[src/rtl/ipi_rc_pkg.sv]
package ipi_rc_pkg;

   typedef enum logic [1:0] {
      RS_SUSP = 2'd0,
      RS_RUN  = 2'd1,
      RS_HALT = 2'd2
   } run_st_e;

   localparam int CMD_POST   = 0;
   localparam int CMD_RESET  = 1;
   localparam int CMD_HALT   = 2;
   localparam int CMD_RESUME = 3;
   localparam int CMD_LAST   = 3;

   localparam int STS_W      = 64;
   localparam int ACT_BIT    = 0;
   localparam int SPEC_BIT   = 2;
   localparam int ID_LSB     = 8;
   localparam int GROUP      = 4;
   localparam int CODE_W     = 5;
   localparam int FIELD_LSB0 = 31;

   localparam logic [CODE_W-1:0] CODE_RUN  = 5'h05;
   localparam logic [CODE_W-1:0] CODE_IDLE = 5'h00;
   localparam logic [CODE_W-1:0] CODE_HALT = 5'h02;

   function automatic logic [CODE_W-1:0] st_code(run_st_e s);
      case (s)
         RS_RUN:  return CODE_RUN;
         RS_HALT: return CODE_HALT;
         default: return CODE_IDLE;
      endcase
   endfunction

endpackage

[src/rtl/ipi_cmd_decode.sv]
module ipi_cmd_decode
   import ipi_rc_pkg::*;
#(
   parameter int NUM_STRANDS = 4,
   parameter int TGT_W       = 3,
   parameter int TYPE_W      = 3,
   parameter int VEC_W       = 6,
   parameter int POR_VEC     = 1
)(
   input  logic                   cmd_valid,
   input  logic [TYPE_W-1:0]      cmd_type,
   input  logic [TGT_W-1:0]       cmd_target,
   input  logic [VEC_W-1:0]       cmd_vector,
   output logic [NUM_STRANDS-1:0] hit,
   output logic [NUM_STRANDS-1:0] do_post,
   output logic [NUM_STRANDS-1:0] do_reset,
   output logic [NUM_STRANDS-1:0] do_halt,
   output logic [NUM_STRANDS-1:0] do_resume,
   output logic                   cmd_err
);

   logic type_ok, tgt_ok, por_ok;

   always_comb begin
      type_ok = int'(cmd_type) <= CMD_LAST;
      tgt_ok  = int'(cmd_target) < NUM_STRANDS;
      por_ok  = cmd_vector == VEC_W'(POR_VEC);
      cmd_err = cmd_valid && (!type_ok ||
                (tgt_ok && int'(cmd_type) == CMD_RESET && !por_ok));
   end

   for (genvar i = 0; i < NUM_STRANDS; i++) begin : g_sel
      always_comb begin
         hit[i]       = cmd_valid && type_ok && tgt_ok && cmd_target == TGT_W'(i);
         do_post[i]   = hit[i] && int'(cmd_type) == CMD_POST;
         do_reset[i]  = hit[i] && int'(cmd_type) == CMD_RESET && por_ok;
         do_halt[i]   = hit[i] && int'(cmd_type) == CMD_HALT;
         do_resume[i] = hit[i] && int'(cmd_type) == CMD_RESUME;
      end
   end

endmodule

[src/rtl/ipi_strand_fsm.sv]
module ipi_strand_fsm
   import ipi_rc_pkg::*;
#(
   parameter bit START_RUN = 1'b0
)(
   input  logic    clk,
   input  logic    rst_n,
   input  logic    ipi_hit,
   input  logic    do_post,
   input  logic    do_reset,
   input  logic    do_halt,
   input  logic    do_resume,
   input  logic    wr_en,
   input  logic    wr_active,
   input  logic    wr_spec,
   output run_st_e state,
   output logic    active
);

   always_ff @(posedge clk) begin
      if (!rst_n) begin
         state  <= START_RUN ? RS_RUN : RS_SUSP;
         active <= START_RUN;
      end else if (ipi_hit) begin
         if (do_reset || do_resume)
            state <= RS_RUN;
         else if (do_halt)
            state <= RS_HALT;
         else if (do_post && state == RS_SUSP)
            state <= RS_RUN;
      end else if (wr_en && !wr_spec) begin
         active <= wr_active;
         if (!wr_active)
            state <= RS_SUSP;
      end
   end

   assert_legal_state_R1: assert property (@(posedge clk) disable iff (!rst_n)
      state != 2'd3);
   assert_post_wakes_R3: assert property (@(posedge clk) disable iff (!rst_n)
      (do_post && state == RS_SUSP) |=> state == RS_RUN);
   assert_halt_deaf_R3: assert property (@(posedge clk) disable iff (!rst_n)
      (do_post && state == RS_HALT) |=> state == RS_HALT);
   assert_reset_runs_R4: assert property (@(posedge clk) disable iff (!rst_n)
      do_reset |=> state == RS_RUN);
   assert_halt_enters_R5: assert property (@(posedge clk) disable iff (!rst_n)
      do_halt |=> state == RS_HALT);
   assert_resume_runs_R6: assert property (@(posedge clk) disable iff (!rst_n)
      do_resume |=> state == RS_RUN);
   assert_sleep_write_R9: assert property (@(posedge clk) disable iff (!rst_n)
      (wr_en && !wr_spec && !wr_active && !ipi_hit) |=> (state == RS_SUSP && !active));
   assert_spec_inert_R10: assert property (@(posedge clk) disable iff (!rst_n)
      (wr_en && wr_spec && !ipi_hit) |=> ($stable(state) && $stable(active)));
   assert_ipi_wins_R12: assert property (@(posedge clk) disable iff (!rst_n)
      (ipi_hit && wr_en) |=> $stable(active));

endmodule

[src/rtl/ipi_status_pack.sv]
module ipi_status_pack
   import ipi_rc_pkg::*;
#(
   parameter int NUM_STRANDS = 4,
   parameter int TGT_W       = 3
)(
   input  logic [2*NUM_STRANDS-1:0] st_flat,
   input  logic [NUM_STRANDS-1:0]   active,
   input  logic [TGT_W-1:0]         rd_strand,
   output logic [STS_W-1:0]         word
);

   localparam int FIELD_TOP = FIELD_LSB0 + CODE_W - 1;

   always_comb begin
      word = '0;
      if (int'(rd_strand) < NUM_STRANDS) begin
         word[ACT_BIT]            = active[rd_strand];
         word[ID_LSB +: TGT_W]    = rd_strand;
         for (int i = 0; i < NUM_STRANDS; i++) begin
            if ((i / GROUP) == (int'(rd_strand) / GROUP))
               word[FIELD_TOP - CODE_W*(i % GROUP) -: CODE_W] =
                  st_code(run_st_e'(st_flat[2*i +: 2]));
         end
      end
   end

   always_comb begin
      assert_spec_zero_R11: assert (word[SPEC_BIT] == 1'b0);
   end

endmodule

[src/rtl/ipi_run_ctrl.sv]
module ipi_run_ctrl
   import ipi_rc_pkg::*;
#(
   parameter int NUM_STRANDS = 4,
   parameter int TGT_W       = 3,
   parameter int TYPE_W      = 3,
   parameter int VEC_W       = 6,
   parameter int POR_VEC     = 1,
   parameter int BOOT_STRAND = 0
)(
   input  logic                     clk,
   input  logic                     rst_n,
   input  logic                     cmd_valid,
   output logic                     cmd_ready,
   input  logic [TYPE_W-1:0]        cmd_type,
   input  logic [TGT_W-1:0]         cmd_target,
   input  logic [VEC_W-1:0]         cmd_vector,
   input  logic                     sts_wr_en,
   input  logic [TGT_W-1:0]         sts_wr_strand,
   input  logic [63:0]              sts_wr_data,
   input  logic [TGT_W-1:0]         sts_rd_strand,
   output logic [63:0]              sts_rd_data,
   output logic [2*NUM_STRANDS-1:0] strand_state,
   output logic                     post_valid,
   output logic [TGT_W-1:0]         post_strand,
   output logic [VEC_W-1:0]         post_vector,
   output logic                     rst_req_valid,
   output logic [TGT_W-1:0]         rst_req_strand,
   output logic                     err_pulse
);

   localparam int MAX_IDX = (1 << TGT_W);

   initial begin
      assert_param_strands: assert (NUM_STRANDS >= 1 && NUM_STRANDS <= MAX_IDX);
      assert_param_idfield: assert (ID_LSB + TGT_W <= FIELD_LSB0 - CODE_W*(GROUP-1));
      assert_param_types:   assert (TYPE_W >= 2);
      assert_param_boot:    assert (BOOT_STRAND >= 0 && BOOT_STRAND < NUM_STRANDS);
      assert_param_vector:  assert (POR_VEC >= 0 && POR_VEC < (1 << VEC_W));
   end

   logic [NUM_STRANDS-1:0] hit, do_post, do_reset, do_halt, do_resume, active;
   logic                   cmd_err, wr_err, wr_tgt_ok;

   assign cmd_ready = 1'b1;

   ipi_cmd_decode #(
      .NUM_STRANDS(NUM_STRANDS), .TGT_W(TGT_W), .TYPE_W(TYPE_W),
      .VEC_W(VEC_W), .POR_VEC(POR_VEC)
   ) u_dec (
      .cmd_valid (cmd_valid),
      .cmd_type  (cmd_type),
      .cmd_target(cmd_target),
      .cmd_vector(cmd_vector),
      .hit       (hit),
      .do_post   (do_post),
      .do_reset  (do_reset),
      .do_halt   (do_halt),
      .do_resume (do_resume),
      .cmd_err   (cmd_err)
   );

   always_comb begin
      wr_tgt_ok = int'(sts_wr_strand) < NUM_STRANDS;
      wr_err    = sts_wr_en && sts_wr_data[SPEC_BIT];
   end

   for (genvar i = 0; i < NUM_STRANDS; i++) begin : g_strand
      run_st_e st_i;
      logic    wr_here;
      assign wr_here = sts_wr_en && wr_tgt_ok && sts_wr_strand == TGT_W'(i);

      if (i == BOOT_STRAND) begin : g_boot
         ipi_strand_fsm #(.START_RUN(1'b1)) u_fsm (
            .clk(clk), .rst_n(rst_n), .ipi_hit(hit[i]), .do_post(do_post[i]),
            .do_reset(do_reset[i]), .do_halt(do_halt[i]), .do_resume(do_resume[i]),
            .wr_en(wr_here), .wr_active(sts_wr_data[ACT_BIT]),
            .wr_spec(sts_wr_data[SPEC_BIT]), .state(st_i), .active(active[i]));
      end else begin : g_idle
         ipi_strand_fsm #(.START_RUN(1'b0)) u_fsm (
            .clk(clk), .rst_n(rst_n), .ipi_hit(hit[i]), .do_post(do_post[i]),
            .do_reset(do_reset[i]), .do_halt(do_halt[i]), .do_resume(do_resume[i]),
            .wr_en(wr_here), .wr_active(sts_wr_data[ACT_BIT]),
            .wr_spec(sts_wr_data[SPEC_BIT]), .state(st_i), .active(active[i]));
      end

      assign strand_state[2*i +: 2] = st_i;
   end

   ipi_status_pack #(.NUM_STRANDS(NUM_STRANDS), .TGT_W(TGT_W)) u_pack (
      .st_flat  (strand_state),
      .active   (active),
      .rd_strand(sts_rd_strand),
      .word     (sts_rd_data)
   );

   always_ff @(posedge clk) begin
      if (!rst_n) begin
         post_valid     <= 1'b0;
         post_strand    <= '0;
         post_vector    <= '0;
         rst_req_valid  <= 1'b0;
         rst_req_strand <= '0;
         err_pulse      <= 1'b0;
      end else begin
         post_valid     <= |do_post;
         post_strand    <= cmd_target;
         post_vector    <= cmd_vector;
         rst_req_valid  <= |do_reset;
         rst_req_strand <= cmd_target;
         err_pulse      <= cmd_err || wr_err;
      end
   end

   assert_ready_R2: assert property (@(posedge clk) disable iff (!rst_n)
      cmd_ready);
   assert_post_pulse_R2: assert property (@(posedge clk) disable iff (!rst_n)
      (cmd_valid && cmd_type == '0 && int'(cmd_target) < NUM_STRANDS)
      |=> (post_valid && post_strand == $past(cmd_target) && post_vector == $past(cmd_vector)));
   assert_one_post_R2: assert property (@(posedge clk) disable iff (!rst_n)
      post_valid |=> !post_valid || $past(cmd_valid));
   assert_bad_por_R4: assert property (@(posedge clk) disable iff (!rst_n)
      (cmd_valid && int'(cmd_type) == CMD_RESET && int'(cmd_target) < NUM_STRANDS &&
       cmd_vector != VEC_W'(POR_VEC)) |=> (err_pulse && !rst_req_valid));
   assert_oob_quiet_R7: assert property (@(posedge clk) disable iff (!rst_n)
      (cmd_valid && int'(cmd_type) <= CMD_LAST && int'(cmd_target) >= NUM_STRANDS &&
       !sts_wr_en) |=> (!post_valid && !rst_req_valid && !err_pulse));
   assert_bad_type_R8: assert property (@(posedge clk) disable iff (!rst_n)
      (cmd_valid && int'(cmd_type) > CMD_LAST) |=> (err_pulse && !post_valid && !rst_req_valid));
   assert_spec_err_R10: assert property (@(posedge clk) disable iff (!rst_n)
      (sts_wr_en && sts_wr_data[SPEC_BIT]) |=> err_pulse);

endmodule

[config.mk]
export PLATFORM = sky130hd
export DESIGN_NAME = ipi_run_ctrl
export DESIGN_NICKNAME = d
export VERILOG_FILES = /design/src/rtl/ipi_rc_pkg.sv /design/src/rtl/ipi_cmd_decode.sv /design/src/rtl/ipi_strand_fsm.sv /design/src/rtl/ipi_status_pack.sv /design/src/rtl/ipi_run_ctrl.sv
export SDC_FILE = /design/constraint.sdc
export NUM_CORES = 1
export LEC_CHECK = 0
export BUFFER_PORTS_ARGS = -buffer_cell sky130_fd_sc_hd__buf_2
export CAP_MARGIN = 15
export CORE_ASPECT_RATIO = 0.75
export CORE_MARGIN = 10
export CORE_UTILIZATION = 35
export CTS_BUF_LIST = sky130_fd_sc_hd__clkbuf_4 sky130_fd_sc_hd__clkbuf_8
export CTS_CLUSTER_SIZE = 24
export DETAILED_ROUTE_END_ITERATION = 12
export GPL_TIMING_DRIVEN = 0
export PLACE_DENSITY_LB_ADDON = 0.25
export REMOVE_ABC_BUFFERS = 1
export SLEW_MARGIN = 25
export SYNTH_ARGS = -nofsm -noshare
export SYNTH_HDL_FRONTEND = slang
export SYNTH_HIERARCHICAL = 1
export SYNTH_SLANG_ARGS = --single-unit
export TNS_END_PERCENT = 20
[constraint.sdc]
create_clock -name clk -period 1.6 [get_ports clk]
set_input_delay 0.24 -clock clk [delete_from_list [all_inputs] [get_ports clk]]
set_output_delay 0.24 -clock clk [all_outputs]
set_load 0.005 [all_outputs]
# Yosys cells after proc, flatten, opt, wreduce, memory -nomap -nowiden
# Cells that the tools add are included.
# word_totals
regBits,24
latchBits,0
ramBits,0
mem_bits_ro,0
mem_count,0
# classes
addsub,0
multipliers,0
n_div,0
n_lt_le_gt_ge,5
eq_ne,26
n_shift,0
n_mux,34
bitwise,4
reduce_logical,74
# op_table
cell,count
1-bit logical AND,43
2-bit two-way mux,21
32-bit zero test,1
3-bit case mux with 2 select lines,4
20-bit two-way mux,1
5-bit two-way mux,4
"4-bit != test, second input constant",4
"3-bit by 2-bit equality test with 1-bit output, second input constant",5
"3-bit < comparator, second input constant",4
3-bit AND reduction,4
3-bit zero test,3
"2-bit by 1-bit equality test with 1-bit output, second input constant",4
"2-bit equality test, second input constant",4
2-bit zero test,4
"2-bit by 1-bit != test with 1-bit output, second input constant",4
2-bit AND reduction,4
2-bit nonzero test,4
4-bit OR reduction,2
"3-bit by 1-bit equality test with 1-bit output, second input constant",2
"3-bit equality test, second input constant",2
"6-bit by 1-bit equality test with 1-bit output, second input constant",1
1-bit logical OR,6
1-bit inverter,4
"3-bit by 2-bit <= comparator with 1-bit output, second input constant",1
4 further kinds,7

# Depth between registers and ports, before layout
# logic_depth
ltp_word,10
mapped_depth,6

# Cells and area by module
# The synthesis kept the hierarchy.
# modules_own_cells
module,n_inst,cells_per_inst,area_per_inst_um2,seq_area_each_um2
ipi_status_pack,1,67,518.0,0.0
ipi_strand_fsm at g_strand[1].g_idle.u_fsm ...,3,17,145.1,60.1
ipi_run_ctrl,1,35,412.9,240.2
ipi_cmd_decode,1,36,222.7,0.0
ipi_strand_fsm at g_strand[0].g_boot.u_fsm,1,17,142.6,60.1

# Least setup slack after synthesis
# No wires, ideal clock.
# synth_path
path_type,in2reg
startpoint,input port cmd_valid
endpoint,register g_strand[0].g_boot.u_fsm.state[0]
setup_ps,127
arrival_time_ps,1206
required_ps,1473
path_slack_ps,267
stages,6
cell_sequence,nor4b_4 nand2b_2 inv_1 or4b_4 o21ai_1 a22oi_1
# synth_between
elab_chain_cells,8
elab_cells_between_ends,17
classes_between,eq/ne (2); mux (3); reduce/logical (12)
# synth_rtl
item,line,rtl
start: declaration,ipi_run_ctrl.sv:13,"input logic cmd_valid,"
1-bit logical AND * (3 in a row),ipi_cmd_decode.sv:34,hit[i] = cmd_valid && type_ok && tgt_ok && cmd_target == TGT_W'(i);
named net hit[0],ipi_run_ctrl.sv:42,"logic [NUM_STRANDS-1:0] hit, do_post, do_reset, do_halt, do_resume, active;"
1-bit logical AND (2 in a row),ipi_cmd_decode.sv:36,do_reset[i] = hit[i] && int'(cmd_type) == CMD_RESET && por_ok;
1-bit logical OR,ipi_strand_fsm.sv:25,if (do_reset || do_resume)
4-bit != test (no line) / 2-bit two-way mux (equally long branches),--,
3-bit AND reduction (no line) / 2-bit two-way mux (equally long branches),--,
end signal: assignment,ipi_strand_fsm.sv:22,state <= START_RUN ? RS_RUN : RS_SUSP;
end: declaration,ipi_strand_fsm.sv:16,"output run_st_e state,"
# Mark *: on every way through the listed nets, which the timed path passes. The rest lies on a longest branch.
# A chain may end at the register's enable or synchronous reset.

# Final worst setup path
# layout_path
startpoint,register g_strand[3].g_idle.u_fsm.active
endpoint,output port sts_rd_data[0]
# layout_between
elab_chain_cells,3
# layout_rtl
item,line,rtl
start: declaration,ipi_strand_fsm.sv:17,output logic active
start signal: assignment,ipi_strand_fsm.sv:32,active <= wr_active;
1-bit binary-select mux with 2-bit select,ipi_status_pack.sv:18,word[ACT_BIT] = active[rd_strand];
1-bit two-way mux (not written as such),ipi_status_pack.sv:18,
1-bit two-way mux,ipi_status_pack.sv:17,if (int'(rd_strand) < NUM_STRANDS) begin
end: declaration,ipi_run_ctrl.sv:22,"output logic [63:0] sts_rd_data,"
# No other way between the ends. The select of a mux whose other input is x is not followed.

==> summary.txt <==
Synth
  – Main flop type after synthesis: dfxtp_1
  – Yosys reg bits: 24
  – Post-synth cell types: 37
  – EDFF count, synth: 0
  – Warnings, synthesis: 6
  – Largest area contributor in the netlist: dfxtp_1
  – Post-synthesis instance total: 206
  – Synthesized cell area: 1730 um^2
  – Ys async rst share: 0%
  – Syn Area/Cell: 8.41 um^2
  – Synth area leaders: dfxtp_1 28%, buf_4 25%, nor3b_1 6.1%
  – Sequential share of the synthesized area: 27.7%
  – Yosys top cell area share: 27.7%

Detailed routing
  – Routed Antenna Nets: 0
  – DRT Pass-1 Iters: 4
  – Routed via count: 1,403
  – Number of remaining DRC errors: 0
  – Avg WL per Cell: 13.8 um
  – Drt total wl: 4420 um
  – DR iter-0 viols: 36
  – Vias per cell: between 4 and 5

Clock tree
  – CTS tree: yes
  – Num CTS Buffers: 3
  – Clock Tree Root: clkbuf_8
  – CTS Sinks: 24
  – Max H-tree Level: 1
  – Clock slew at reported path FFs: 0.08 ns
  – Worst skew pair latency: approximately 0.26 ns
  – Clock buffer depth: 2

Floorplan
  – Placeable core area: 4840 um^2
  – Cell row count: 22
  – Initial Util: between 30 and 40%
  – I/O Pins: ~170
  – Die X: 101 um
  – Die height: 80.9 um
  – Die area: 8190 um^2

Power and ir drop
  – Peak VDD IR: 0.292 mV
  – Pwr dens: 645 nW/um^2
  – P_leak: 0.916 nW

Global routing
  – Initial antenna violation count: 0
  – First-pass GRT wire length: 6970 um
  – Vias in the first global route: approximately 1.5k
  – GRT overflow: 0
  – Largest net degree at the start of global routing: 20
  – Global-route usage over all layers: 10.3%

Setup path
  – RR Startpoint: g_strand[2].g_idle.u_fsm/state[1]$_SDFFE_PN0P_
  – Crit end category: primary output
  – Reg2Reg Capture Point: g_strand[2].g_idle.u_fsm/state[0]$_SDFFE_PN0P_
  – CP arrival: 1.30 ns
  – Crit path kind: reg2out
  – WP data required: 1.36 ns
  – CP max FO: 2
  – Worst reg-to-reg path cell count: 3
  – Startpoint Class: register
  – R2R Setup Slk: 0.73 ns

Hold path
  – Hold/Removal Path Class: in2reg
  – WHS Path Cells: 2
  – Hold endpoint: post_vector[1]$_SDFF_PN0_
  – Min-delay src: cmd_vector[1]

Final layout
  – # nets final: 347
  – # diodes: 0
  – Post-Route Utilization: 39.4%
  – Layout cells sized above 1: 30.4%
  – Syn-to-layout area delta: 10.3%
  – Most frequent cells in the layout: 61 x buf_2, 50 x conb_1, 23 x dfxtp_1, 23 x nor2_1, 14 x nor3b_1
  – Most common cell after layout, fill and taps aside: buf_2
  – Fin area: approximately 1900 um^2
  – Non-filler instance count after layout: 320

Placed design
  – DP Area: 1850 um^2
  – RD Place Congestion: 0.855
  – Port bufs: 61
  – # placed instances: 316
  – Dpl ws: 0.0000943 ns
  – Hpwl dp: ~3700 um

Job
  – Max-Cap Viols: 0

STA
  – PnR worst setup slack: around 0.057 ns
  – Max Slew Vio Count: 0
  – Final Cycle Share: about 96%
  – Final min period: 1.54 ns
  – Max Clk Rate: 648 MHz
  – Setup_tns: 0 ns
  – RSZ-0062 raised after global routing: no
  – Final hold vios: 0
  – Layout Skew: 0.0000840 ns
  – Setup violators final: 0

Run status
  – Status: complete, no violations
-- worst max-delay path: stages (launching register included) --
cell and delay (ns):
dfxtp_2 0.33, mux4_2 0.46, nor2b_4 0.13, buf_2 0.12
-- final cells by class --
cell class | count | area [um^2]
clock buffers | 4 | 55.1
fillers | 516 | 2930
inverters | 7 | 26.3
multi-input cells | 164 | 967
flip-flops and latches | 24 | 482
well taps | 60 | 75.1
repair buffers | 61 | 305
-- repair_timing --
item	CTS	global route
resized for setup	0	1
setup buffers	0	0
setup endpoints to repair	0	1
hold buffers	0	0
endpoints found under the hold margin	0	0
-- report_power, final --
| part | leakage [nW] | internal, mW | switching (mW) | total (mW) |
|---|---|---|---|---|
| Combinational | 0.691 | 0.0841 | 0.117 | 0.201 |
| Sequential | 0.197 | 0.617 | 0.0100 | 0.627 |
| Clock | 0.0288 | 0.219 | 0.186 | 0.405 |
-- per-stage QoR --
step / hold slack, ns / power [mW]
CTS: 0.192 / 1.26
global route: 0.205 / 1.31
finish: 0.203 / 1.23
global placement: 0.469 / 0.836
detailed placement: 0.473 / 0.838
floorplan: 0.302 / 0.735
-- cells in the mapped netlist (2+ instances only) --
| library cell | number |
|---|---|
| dfxtp_1 | 24 |
| nor2_1 | 23 |
| nand3b_1 | 5 |
| buf_4 | 57 |
| and4bb_2 | 2 |
| a21oi_1 | 8 |
| buf_2 | 2 |
| a211oi_1 | 3 |
| inv_1 | 7 |
| mux2i_1 | 3 |
| nand2_1 | 9 |
| o21ai_0 | 6 |
| nor3b_1 | 14 |
| nor2b_1 | 6 |
| conb_1 | 2 |
| or3b_1 | 3 |
| o41a_1 | 2 |
| o211ai_1 | 3 |
| and2_1 | 9 |
-- registers in the layout (all words and copies together) (netlist names) --
signal,count
g_strand.g_idle.u_fsm/active,3
post_vector,6
post_valid,1
rst_req_valid,1
err_pulse,1
g_strand.g_boot.u_fsm/state,2
g_strand.g_idle.u_fsm/state,6
rst_req_strand,3
g_strand.g_boot.u_fsm/active,1
-- kinds of logic (layout without fill, tap and decap cells) --
kind of cell	Yosys count	after routing	synth area share [%]
DFF	24	24	27.7
other	2	50	0.434
and+or+nand+nor	85	85	32.7
muxes	4	4	3.03
AOI/OAI and AO/OA	25	25	9.25
buffers and inverters	66	72	26.8
-- layer usage --
metal / wire length (um) / track usage, % / share of wire, %
met1: 1890 / 11.3 / 43
met2: 2190 / 18.5 / 50
met3: 314 / 3.99 / 7.1
met4: 17 / 2.08 / 0.39
met5: 0 / 0 / 0
-- worst max path at each step --
stage	from	end	slack, ns	cells after the start
3_3_place_gp	cmd_target[2]	g_strand[3].g_idle.u_fsm/state[0]$_SDFFE_PN0P_	0.03	7
5_1_grt	g_strand[3].g_idle.u_fsm/active$_SDFFE_PN0P_	sts_rd_data[0]	0.002	3
3_5_place_dp	cmd_valid	g_strand[0].g_boot.u_fsm/state[0]$_SDFFE_PN1P_	0.00009	7
2_1_floorplan	cmd_valid	g_strand[0].g_boot.u_fsm/state[0]$_SDFFE_PN1P_	0.27	6
6_report	g_strand[3].g_idle.u_fsm/active$_SDFFE_PN0P_	sts_rd_data[0]	0.06	3
4_1_cts	g_strand[2].g_idle.u_fsm/active$_SDFFE_PN0P_	sts_rd_data[0]	0.04	3
Power figures use the tool's default switching activity.
